### src/rtl/fc_pkg.sv
// Package: shared defaults for the flow classifier.
// Assumes: key layout is fixed at 112 bits; identifiers and hash are 16 bits.
package fc_pkg;
    localparam int FC_KEY_W   = 112;
    localparam int FC_FID_W   = 16;
    localparam int FC_HASH_W  = 16;
    localparam int FC_ENTRIES = 4;

    // Number of slices of width w needed to cover n bits.
    function automatic int fc_slices(input int n, input int w);
        return (n + w - 1) / w;
    endfunction
endpackage

### src/rtl/fc_cam_entry.sv
// Module: one ternary match entry with storage and compare.
// What it does: holds value, care mask, flow id and enable; reports a hit
// when all cared-for key bits equal the stored value.
// Assumes: writes take effect on the clock edge, so a lookup in the write
// cycle still sees the old contents.
module fc_cam_entry #(
    parameter int KEY_W = fc_pkg::FC_KEY_W,
    parameter int FID_W = fc_pkg::FC_FID_W
) (
    input  logic             clk,
    input  logic             rst_n,
    input  logic             wr_en,
    input  logic [KEY_W-1:0] wr_value,
    input  logic [KEY_W-1:0] wr_mask,
    input  logic [FID_W-1:0] wr_fid,
    input  logic             wr_live,
    input  logic [KEY_W-1:0] key,
    output logic             hit,
    output logic [FID_W-1:0] fid
);
    logic [KEY_W-1:0] ent_value;
    logic [KEY_W-1:0] ent_mask;
    logic [FID_W-1:0] ent_fid;
    logic             ent_live;

    // Storage: clear on reset, load on write strobe.
    always_ff @(posedge clk) begin
        if (!rst_n) begin
            ent_value <= '0;
            ent_mask  <= '0;
            ent_fid   <= '0;
            ent_live  <= 1'b0;
        end else if (wr_en) begin
            ent_value <= wr_value;
            ent_mask  <= wr_mask;
            ent_fid   <= wr_fid;
            ent_live  <= wr_live;
        end
    end

    // Compare: masked equality gated by the enable bit.
    always_comb begin
        hit = ent_live && (((key ^ ent_value) & ent_mask) == '0);
        fid = ent_fid;
    end

    // a write lands its flow id and enable on the next cycle
    a_r6_write_lands: assert property (@(posedge clk) disable iff (!rst_n)
        wr_en |=> (fid == $past(wr_fid)));

    // a write with enable 0 leaves an entry that cannot hit
    a_r1_disabled_silent: assert property (@(posedge clk) disable iff (!rst_n)
        (wr_en && !wr_live) |=> !hit);
endmodule

### src/rtl/fc_prio_pick.sv
// Module: lowest-index priority selection of a flow identifier.
// What it does: given per-entry hits and flow ids, returns a one-hot grant,
// the granted flow id (0 if none) and a none flag.
// Assumes: flow ids are packed entry 0 in the least significant slot.
module fc_prio_pick #(
    parameter int N     = fc_pkg::FC_ENTRIES,
    parameter int FID_W = fc_pkg::FC_FID_W
) (
    input  logic               clk,
    input  logic               rst_n,
    input  logic [N-1:0]       hits,
    input  logic [N*FID_W-1:0] fids,
    output logic [N-1:0]       grant,
    output logic [FID_W-1:0]   fid,
    output logic               none
);
    // Selection: scan from the top so the lowest hit is applied last.
    always_comb begin
        grant = '0;
        fid   = '0;
        for (int i = N - 1; i >= 0; i--) begin
            if (hits[i]) begin
                grant    = '0;
                grant[i] = 1'b1;
                fid      = fids[i*FID_W +: FID_W];
            end
        end
        none = ~|hits;
    end

    // at most one entry is granted
    a_r2_grant_onehot: assert property (@(posedge clk) disable iff (!rst_n)
        $onehot0(grant));

    // no hit exists below the granted entry
    a_r2_lowest_wins: assert property (@(posedge clk) disable iff (!rst_n)
        (grant != '0) |-> ((hits & (grant - 1'b1)) == '0));

    // a grant exists whenever any entry hits
    a_r2_grant_when_hit: assert property (@(posedge clk) disable iff (!rst_n)
        (hits != '0) |-> ((grant & hits) != '0));
endmodule

### src/rtl/fc_hash_fold.sv
// Module: XOR fold of the key into a short hash.
// What it does: zero-pads the key to a whole number of slices and XORs them.
// Assumes: purely combinational; the caller registers the result.
module fc_hash_fold #(
    parameter int KEY_W  = fc_pkg::FC_KEY_W,
    parameter int HASH_W = fc_pkg::FC_HASH_W
) (
    input  logic [KEY_W-1:0]  key,
    output logic [HASH_W-1:0] hash
);
    localparam int SLICES = fc_pkg::fc_slices(KEY_W, HASH_W);
    localparam int PAD_W  = SLICES * HASH_W;

    logic [PAD_W-1:0] padded;

    // Fold: pad, then XOR every slice together.
    always_comb begin
        padded             = '0;
        padded[KEY_W-1:0]  = key;
        hash               = '0;
        for (int s = 0; s < SLICES; s++) begin
            hash = hash ^ padded[s*HASH_W +: HASH_W];
        end
    end
endmodule

### src/rtl/fc_prog_seq.sv
// Module: range programming sequencer and transmit-enable register.
// What it does: a command loads base, count and transmit enable; each later
// data beat strobes one entry and advances the pointer.
// Assumes: a command in the same cycle as a beat wins and the beat is lost;
// the pointer never wraps past the last entry.
module fc_prog_seq #(
    parameter int N     = fc_pkg::FC_ENTRIES,
    parameter int IDX_W = $clog2(N),
    parameter int CNT_W = $clog2(N + 1)
) (
    input  logic             clk,
    input  logic             rst_n,
    input  logic             cmd_valid,
    input  logic [IDX_W-1:0] cmd_base,
    input  logic [CNT_W-1:0] cmd_count,
    input  logic             cmd_tx_en,
    input  logic             wr_valid,
    output logic [N-1:0]     wr_strobe,
    output logic             tx_enable
);
    localparam int PTR_W = ((IDX_W > CNT_W) ? IDX_W : CNT_W) + 1;

    logic [PTR_W-1:0] ptr;
    logic [CNT_W-1:0] remain;
    logic             beat_ok;

    // Beat acceptance: budget left, no competing command.
    always_comb begin
        beat_ok   = wr_valid && !cmd_valid && (remain != '0);
        wr_strobe = '0;
        if (beat_ok && (ptr < PTR_W'(N))) begin
            wr_strobe[ptr[IDX_W-1:0]] = 1'b1;
        end
    end

    // Sequencer state and transmit-enable register.
    always_ff @(posedge clk) begin
        if (!rst_n) begin
            ptr       <= '0;
            remain    <= '0;
            tx_enable <= 1'b0;
        end else if (cmd_valid) begin
            ptr       <= PTR_W'(cmd_base);
            remain    <= cmd_count;
            tx_enable <= cmd_tx_en;
        end else if (beat_ok) begin
            ptr    <= ptr + 1'b1;
            remain <= remain - 1'b1;
        end
    end

    // transmit enable only changes after a command
    a_r8_tx_hold: assert property (@(posedge clk) disable iff (!rst_n)
        !cmd_valid |=> $stable(tx_enable));

    // transmit enable follows the command bit
    a_r8_tx_load: assert property (@(posedge clk) disable iff (!rst_n)
        cmd_valid |=> (tx_enable == $past(cmd_tx_en)));

    // at most one entry written per cycle
    a_r7_one_write: assert property (@(posedge clk) disable iff (!rst_n)
        $onehot0(wr_strobe));

    // each accepted beat consumes one unit of budget
    a_r6_budget_step: assert property (@(posedge clk) disable iff (!rst_n)
        beat_ok |=> (remain == $past(remain) - 1'b1));
endmodule

### src/rtl/flow_classifier.sv
// Module: top of the multi-entry ternary flow classifier.
// What it does: parallel masked compare against N entries, lowest-index
// priority flow id, XOR-fold hash, one register stage to the outputs, and
// a range programming port with a transmit-enable register.
// Assumes: the key is already extracted; results appear one clock after
// key_valid, aligned with the registered start-of-packet flag.
module flow_classifier #(
    parameter int KEY_W  = fc_pkg::FC_KEY_W,
    parameter int FID_W  = fc_pkg::FC_FID_W,
    parameter int HASH_W = fc_pkg::FC_HASH_W,
    parameter int N      = fc_pkg::FC_ENTRIES,
    parameter int IDX_W  = $clog2(N),
    parameter int CNT_W  = $clog2(N + 1)
) (
    input  logic              clk,
    input  logic              rst_n,
    input  logic              key_valid,
    input  logic              key_sop,
    input  logic [KEY_W-1:0]  key_data,
    input  logic              cmd_valid,
    input  logic [IDX_W-1:0]  cmd_base,
    input  logic [CNT_W-1:0]  cmd_count,
    input  logic              cmd_tx_en,
    input  logic              wr_valid,
    input  logic [KEY_W-1:0]  wr_value,
    input  logic [KEY_W-1:0]  wr_mask,
    input  logic [FID_W-1:0]  wr_flow_id,
    input  logic              wr_enable,
    output logic              res_valid,
    output logic              res_sop,
    output logic [N-1:0]      res_match,
    output logic              res_no_match,
    output logic [FID_W-1:0]  res_flow_id,
    output logic [HASH_W-1:0] res_hash,
    output logic              tx_enable
);
    logic [N-1:0]       hits;
    logic [N-1:0]       grant;
    logic [N*FID_W-1:0] fid_flat;
    logic [N-1:0]       wr_strobe;
    logic [FID_W-1:0]   pick_fid;
    logic               pick_none;
    logic [HASH_W-1:0]  key_hash;

    fc_prog_seq #(.N(N), .IDX_W(IDX_W), .CNT_W(CNT_W)) u_seq (
        .clk       (clk),
        .rst_n     (rst_n),
        .cmd_valid (cmd_valid),
        .cmd_base  (cmd_base),
        .cmd_count (cmd_count),
        .cmd_tx_en (cmd_tx_en),
        .wr_valid  (wr_valid),
        .wr_strobe (wr_strobe),
        .tx_enable (tx_enable)
    );

    for (genvar e = 0; e < N; e++) begin : g_entry
        fc_cam_entry #(.KEY_W(KEY_W), .FID_W(FID_W)) u_entry (
            .clk      (clk),
            .rst_n    (rst_n),
            .wr_en    (wr_strobe[e]),
            .wr_value (wr_value),
            .wr_mask  (wr_mask),
            .wr_fid   (wr_flow_id),
            .wr_live  (wr_enable),
            .key      (key_data),
            .hit      (hits[e]),
            .fid      (fid_flat[e*FID_W +: FID_W])
        );
    end

    fc_prio_pick #(.N(N), .FID_W(FID_W)) u_pick (
        .clk   (clk),
        .rst_n (rst_n),
        .hits  (hits),
        .fids  (fid_flat),
        .grant (grant),
        .fid   (pick_fid),
        .none  (pick_none)
    );

    fc_hash_fold #(.KEY_W(KEY_W), .HASH_W(HASH_W)) u_hash (
        .key  (key_data),
        .hash (key_hash)
    );

    // Result stage: capture the lookup one clock after key_valid.
    always_ff @(posedge clk) begin
        if (!rst_n) begin
            res_valid    <= 1'b0;
            res_sop      <= 1'b0;
            res_match    <= '0;
            res_no_match <= 1'b0;
            res_flow_id  <= '0;
            res_hash     <= '0;
        end else begin
            res_valid    <= key_valid;
            res_sop      <= key_valid && key_sop;
            res_match    <= hits;
            res_no_match <= pick_none;
            res_flow_id  <= pick_fid;
            res_hash     <= key_hash;
        end
    end

    // a lookup yields a result exactly one cycle later
    a_r5_latency: assert property (@(posedge clk) disable iff (!rst_n)
        key_valid |=> (res_valid && (res_sop == $past(key_sop))));

    // no result without a lookup
    a_r5_no_spurious: assert property (@(posedge clk) disable iff (!rst_n)
        !key_valid |=> !res_valid);

    // a missed lookup reports a zero flow id and empty vector
    a_r3_miss_zero: assert property (@(posedge clk) disable iff (!rst_n)
        (res_valid && res_no_match) |-> ((res_flow_id == '0) && (res_match == '0)));

    // a hit result is never flagged as a miss
    a_r2_hit_flag: assert property (@(posedge clk) disable iff (!rst_n)
        (res_valid && (res_match != '0)) |-> !res_no_match);
endmodule

### config.mk
export PLATFORM = sky130hd
export DESIGN_NAME = flow_classifier
export DESIGN_NICKNAME = d
export VERILOG_FILES = /design/src/rtl/fc_pkg.sv /design/src/rtl/fc_cam_entry.sv /design/src/rtl/fc_prio_pick.sv /design/src/rtl/fc_hash_fold.sv /design/src/rtl/fc_prog_seq.sv /design/src/rtl/flow_classifier.sv
export SDC_FILE = /design/constraint.sdc
export NUM_CORES = 2
export LEC_CHECK = 0
export BUFFER_PORTS_ARGS = -buffer_cell sky130_fd_sc_hd__buf_2
export CAP_MARGIN = 20
export CORE_UTILIZATION = 34
export CTS_CLUSTER_SIZE = 25
export DETAILED_ROUTE_END_ITERATION = 7
export PLACE_DENSITY = 0.5
export SLEW_MARGIN = 20
export SYNTH_ARGS = -nofsm -noshare
export SYNTH_HDL_FRONTEND = slang
export SYNTH_SLANG_ARGS = --single-unit
### constraint.sdc
create_clock -name clk -period 2.8 [get_ports clk]
set_clock_uncertainty 0.1 [all_clocks]
set_input_delay 0.42 -clock clk [delete_from_list [all_inputs] [get_ports clk]]
set_output_delay 0.42 -clock clk [all_outputs]
set_load 0.01 [all_outputs]
-- Word level (Yosys, flattened, before mapping)
Cells that the tools add are included.
- register bits: 1011
- bits of input ports: 365
- output and inout bits: 40
- logic and storage cells: 76
- $add $sub $neg: 2
- $lt $le $gt $ge: 3
- muxes and demuxes: 11
- bitwise gates (word level): 15
- reductions and logical operators: 19
- operators by type and width (kind ; count):
    bitwise AND 112 bit ; 4
    zero test 112 bit ; 4
    bitwise XOR 112 bit ; 4
    bitwise XOR 16 bit ; 6
    2-to-1 mux 16 bit ; 4
    logical AND 1 bit ; 9
    2-to-1 mux 3 bit ; 2
    adder 4 x 1 -> 4 bit (second input constant) ; 1
    < comparator 4 x 3 -> 1 bit (second input constant) ; 1
    2-to-1 mux 2 bit ; 2
    2-to-1 mux 4 bit ; 1
    OR reduction 4 bit ; 1
    < comparator 2 x 3 -> 1 bit (second input constant) ; 1
    nonzero test 3 bit ; 1
    subtractor 3 x 1 -> 3 bit (second input constant) ; 1
    demux 1 bit (select 2 bit) ; 1
    greater-or-equal comparator 2 x 1 -> 1 bit (second input constant) ; 1
    zero test 1 bit ; 2
    nonzero test 2 bit ; 1
    OR reduction 2 bit ; 1
    2-to-1 mux 1 bit ; 1
    NOT 1 bit ; 1

-- Logic depth before layout (Yosys ltp)
- depth after elaboration: 8
- depth in mapped cells: 10

-- Modules after synthesis
A second synthesis with hierarchy kept.
- cells, all modules: 4133
- area total of the unflattened synthesis: 44961.9 sq um
- by module, submodules not included (module ; instances ; cells each ; area an instance (sq um) ; sequential area each (sq um)):
    fc_cam_entry ; 4 ; 963 ; 10481.3 ; 4824.6
    flow_classifier ; 1 ; 82 ; 1057.3 ; 780.7
    fc_hash_fold ; 1 ; 64 ; 1001.0 ; 0.0
    fc_prio_pick ; 1 ; 79 ; 494.2 ; 0.0
    fc_prog_seq ; 1 ; 56 ; 484.2 ; 160.2

-- Worst setup path before layout
Ideal clock, no wire load.
- path type: input -> register
- from: in key_data[64]
- to: reg res_flow_id[2]
- arrival time: 2.001 ns
- required time: 2.573 ns
- path slack: 0.572 ns
- stages on the path: 10
- cells stage by stage: buf_2 > xor2_1 > a22oi_1 > nand4_1 > nor4b_1 > and4_1 > clkbuf_2 > clkbuf_2 > nor3b_1 > a211oi_2
- longest elaborated chain between the ends: 8
- elaborated cells on any way between the ends: 20
- classes of those cells: mux (4); bitwise (8); reduce/logical (8)
- RTL lines (element ; RTL line ; RTL):
    start: declaration ; flow_classifier.sv:19 ; input logic [KEY_W-1:0] key_data,
    bitwise XOR 112 bit ; fc_cam_entry.sv:43 ; hit = ent_live && (((key ^ ent_value) & ent_mask) == '0);
    bitwise AND 112 bit ; fc_cam_entry.sv:43 ;
    zero test 112 bit ; fc_cam_entry.sv:43 ;
    logical AND 1 bit ; fc_cam_entry.sv:43 ;
    2-to-1 mux 16 bit (3 in a row) ; fc_prio_pick.sv:22 ; if (hits[i]) begin
    2-to-1 mux 16 bit (*) ; fc_prio_pick.sv:22 ;
    end signal: assignment ; flow_classifier.sv:101 ; res_flow_id <= pick_fid;
    end: declaration ; flow_classifier.sv:33 ; output logic [FID_W-1:0] res_flow_id,
Every way passes the cells marked *; elsewhere a longest branch is shown, timed or not.
A chain may end at the register's enable or synchronous reset.

-- Worst setup path in the final report
- from: reg g_entry[1].u_entry.ent_value[102]
- to: reg res_flow_id[13]
- longest elaborated chain between the ends: 6
- RTL lines (element ; RTL line ; RTL):
    start: declaration ; fc_cam_entry.sv:21 ; logic [KEY_W-1:0] ent_value;
    start signal: assignment ; fc_cam_entry.sv:34 ; ent_value <= wr_value;
    bitwise XOR 112 bit ; fc_cam_entry.sv:43 ;
    bitwise AND 112 bit ; fc_cam_entry.sv:43 ;
    zero test 112 bit ; fc_cam_entry.sv:43 ;
    logical AND 1 bit ; fc_cam_entry.sv:43 ;
    2-to-1 mux 16 bit (2 in a row) ; fc_prio_pick.sv:22 ;
Every way passes these cells.

==> flow_summary.json <==
{
  "outcome": "finished, violations left",
  "violations": "setup timing",
  "clock_latency_ps": 770,
  "routedWlPerCell_um": 27.9,
  "num_rows": 132,
  "layout.nets": 6413,
  "vias": 41626,
  "synth.distinct_cells": 40,
  "yosys.area.top_type": "dfxtp_1",
  "root_buffer": "clkbuf_16",
  "clock.fmax_ghz": 0.355,
  "placed_cell_area_um2": 50600,
  "cp-startpoint": "g_entry[1].u_entry.ent_value[102]$_SDFFE_PN0P_",
  "crit_path_top_delay_cell": "nor4_2",
  "chipHeight_um": 365,
  "antenna_found_initial": 34,
  "clock-sinks": 1011,
  "cp-endpoint": "res_flow_id[13]$_SDFF_PN0_",
  "cp_num_cells": 9,
  "cp_data_required_time_ps": 3330,
  "syn_inst": 5358,
  "synthDominantCellAreaShare": 0.451,
  "setup_ws_ps": -15.1,
  "cp-start-kind": "flop",
  "hold_slack_ps": 86.0,
  "r2r_end": "res_flow_id[13]$_SDFF_PN0_",
  "drtIter0Drc": 5009,
  "crit_family": "simple AND/OR/NAND/NOR gates",
  "power_mw": 34.5,
  "path_cells": "xor2_1, a22oi_1, nand4_1, nor4_2, buf_4, and4_1, buf_12, nor3b_1, a211oi_2",
  "ys_warn_count": 0,
  "firstDrtPassIters": 8,
  "endpoint_kind": "flop",
  "ir_drop_v": 0.000508,
  "grt_max_degree": 140,
  "drc_errors": 0,
  "finalCriticalPeriod_ps": 2820,
  "power_density_nw_per_um2": 605,
  "synth_edf_count": 0,
  "gp_congestion": 0.983,
  "slowest_delay_ps": 440,
  "fin_util": 0.438,
  "yosys-top-cells-area": "dfxtp_1, nand2_1, a21boi_0",
  "synth_async_sr_flop_share": 0,
  "finalHoldViolations": 0,
  "io_pins": 405,
  "yosysSeqAreaShare": 0.451,
  "crit_buf_inv": 2,
  "viasPerCell": 5.27,
  "ys_ff_latch": 1011,
  "rr_worst_depth": 9,
  "worst_slew_pin_slew_ps": 968,
  "rsz0062_at_grt": "no",
  "r2r_slack_ps": -20,
  "slew_headroom": 0.354,
  "p_leak_nw": 21.7,
  "cts_buffer_depth": 3,
  "numCtsBuffers": 115,
  "r2r_start": "g_entry[1].u_entry.ent_value[102]$_SDFFE_PN0P_",
  "synth.avg_cell_area_um2": 8.38,
  "dp_hpwl_um": 166000,
  "arrival_ps": 3350,
  "syn_to_final_growth_pct": 27.3,
  "clk_pin_slew_ps": 60,
  "crit_fanout": 34,
  "dieWidth_um": 365,
  "drive_gt1_frac": 0.161,
  "crit_type": "reg -> reg",
  "min_path_type": "in -> reg",
  "die-area_um2": 133000,
  "start_util": 0.344,
  "grt_pass1_wl_um": 301000,
  "final_cell_area_um2": 57100,
  "ant_nets": 0,
  "finalCritPeriodShare": 1.01,
  "portBuffers": 404,
  "cap_violations": 0,
  "overflow": 0,
  "finalWirelength_um": 221000,
  "htreeDepth": 3,
  "synth_ff_type": "dfxtp_1",
  "core_area_um2": 130000,
  "synth_nets": 5729,
  "cts_tree": "done",
  "slew_violations": 0,
  "syn_area_um2": 44900,
  "first_global_vias": 38471,
  "fin_setup_tns_ps": -15.1,
  "grt_usage": 0.323,
  "setup_viol": 1
}
==> cell families (layout without fill, tap and decap cells) <==
kind of cell	after synthesis	after routing	share of synthesized area
other	0	18	0
adders and majority gates	6	6	0.00167
and+or+nand+nor	2094	2094	0.185
DFF	1011	1011	0.451
xor gates and xnor gates	548	548	0.107
AOI/OAI and AO/OA	1240	1240	0.208
muxes	1	1	0.000223
buffers and inverters	458	1235	0.0472
==> per-layer routing <==
layer / global-route usage / wire [um]
met5: 0 / 107
met2: 0.491 / 95800
met1: 0.438 / 92300
met4: 0.153 / 11700
met3: 0.0601 / 20600
==> stage by stage <==
stage	cells	setup slack [ps]
after detailed placement	7414	-464
after CTS	7877	8.93
final	7895	-15.1
after global routing	7886	5.84
after global placement	7414	-524
after floorplan	5358	572
==> cell type report <==
type	instances	area, um2
sequential	1011	20200
clock inverter	28	280
clock buffer	182	3540
inverter	5	18.8
timing repair buffer	1020	8180
multi-input combinational	3889	22600
antenna	18	45.0
tap	1742	2180
fill	13178	73200
==> Yosys cell counts (all sizes together) (5+ instances only) <==
cell type and instances:
xor2 482, nor2 6, nand2 1939, nand3b 17
a211oi 34, a21boi 964, nor3b 17, buf 207
a22oi 216, ha 6, nor4 10, dfxtp 1011
inv 5, o21ai 19, clkbuf 246, nand4 57
and2 28, xnor2 66
==> worst register-to-register path, stage by stage (launching register included) <==
cell	delay, ps
dfxtp_1	330
xor2_1	230
a22oi_1	260
nand4_1	330
nor4_2	440
buf_4	170
and4_1	240
buf_12	200
nor3b_1	350
a211oi_2	60
==> cell usage in the layout, fill, tap and decap left out, types with 4 or more instances in the layout <==
cell type,count
clkbuf_8,37
o21ai_0,19
xnor2_1,66
dlygate4sd3_1,253
nand4_1,57
nor3b_1,15
clkbuf_16,118
a222oi_1,4
bufinv_16,4
nand2_1,1936
dfxtp_1,1011
diode_2,18
nand3b_1,17
nor4_1,6
a21boi_0,753
clkbuf_1,28
nor2b_1,4
ha_1,6
buf_2,403
buf_4,292
inv_1,5
buf_12,70
xor2_1,482
a22oi_1,211
nor3_1,4
a22oi_2,5
a21boi_1,211
clkinv_2,18
and2_1,25
a211oi_2,14
nor2_1,5
a211oi_1,20
==> worst min-delay path by stage <==
stage / startpoint / endpoint / cells after the start
finish: cmd_valid / u_seq.tx_enable$_SDFFE_PN0P_ / 4
global route: cmd_valid / u_seq.remain[2]$_SDFFE_PN0P_ / 4
CTS: cmd_valid / u_seq.tx_enable$_SDFFE_PN0P_ / 4
detailed placement: g_entry[3].u_entry.ent_mask[6]$_SDFFE_PN0P_ / g_entry[3].u_entry.ent_mask[6]$_SDFFE_PN0P_ / 2
global placement: g_entry[3].u_entry.ent_mask[35]$_SDFFE_PN0P_ / g_entry[3].u_entry.ent_mask[35]$_SDFFE_PN0P_ / 2
floorplan: g_entry[0].u_entry.fid[11]$_SDFFE_PN0P_ / g_entry[0].u_entry.fid[11]$_SDFFE_PN0P_ / 2
==> state kept, by name (all words and copies together), names as in the netlist <==
| register | cells |
|---|---|
| g_entry.u_entry.ent_mask | 448 |
| g_entry.u_entry.ent_value | 448 |
| g_entry.u_entry.fid | 64 |
| res_flow_id | 16 |
| res_hash | 16 |
| g_entry.u_entry.ent_live | 4 |
| res_match | 4 |
| u_seq.ptr | 4 |
| u_seq.remain | 3 |
| res_no_match | 1 |
| res_sop | 1 |
| res_valid | 1 |
| u_seq.tx_enable | 1 |
==> report_power, final <==
part	total (mW)	leakage [nW]	internal, mW	switching (mW)
registers	14.8	8.16	14.7	0.173
logic	4.20	11.6	1.54	2.65
clock network	15.5	1.90	8.98	6.53
total	34.5	21.7	25.2	9.35
==> what timing repair did <==
item                                    4_1_cts  5_1_grt
endpoints found under the setup margin       17       19
gates cloned                                  0        1
hold buffers                                253        0
setup buffers                                 0        0
gates resized for setup                       9        5
pin swaps                                     0        6
endpoints found under the hold margin       967        0
Note: power is estimated with default switching activity, not from simulation.
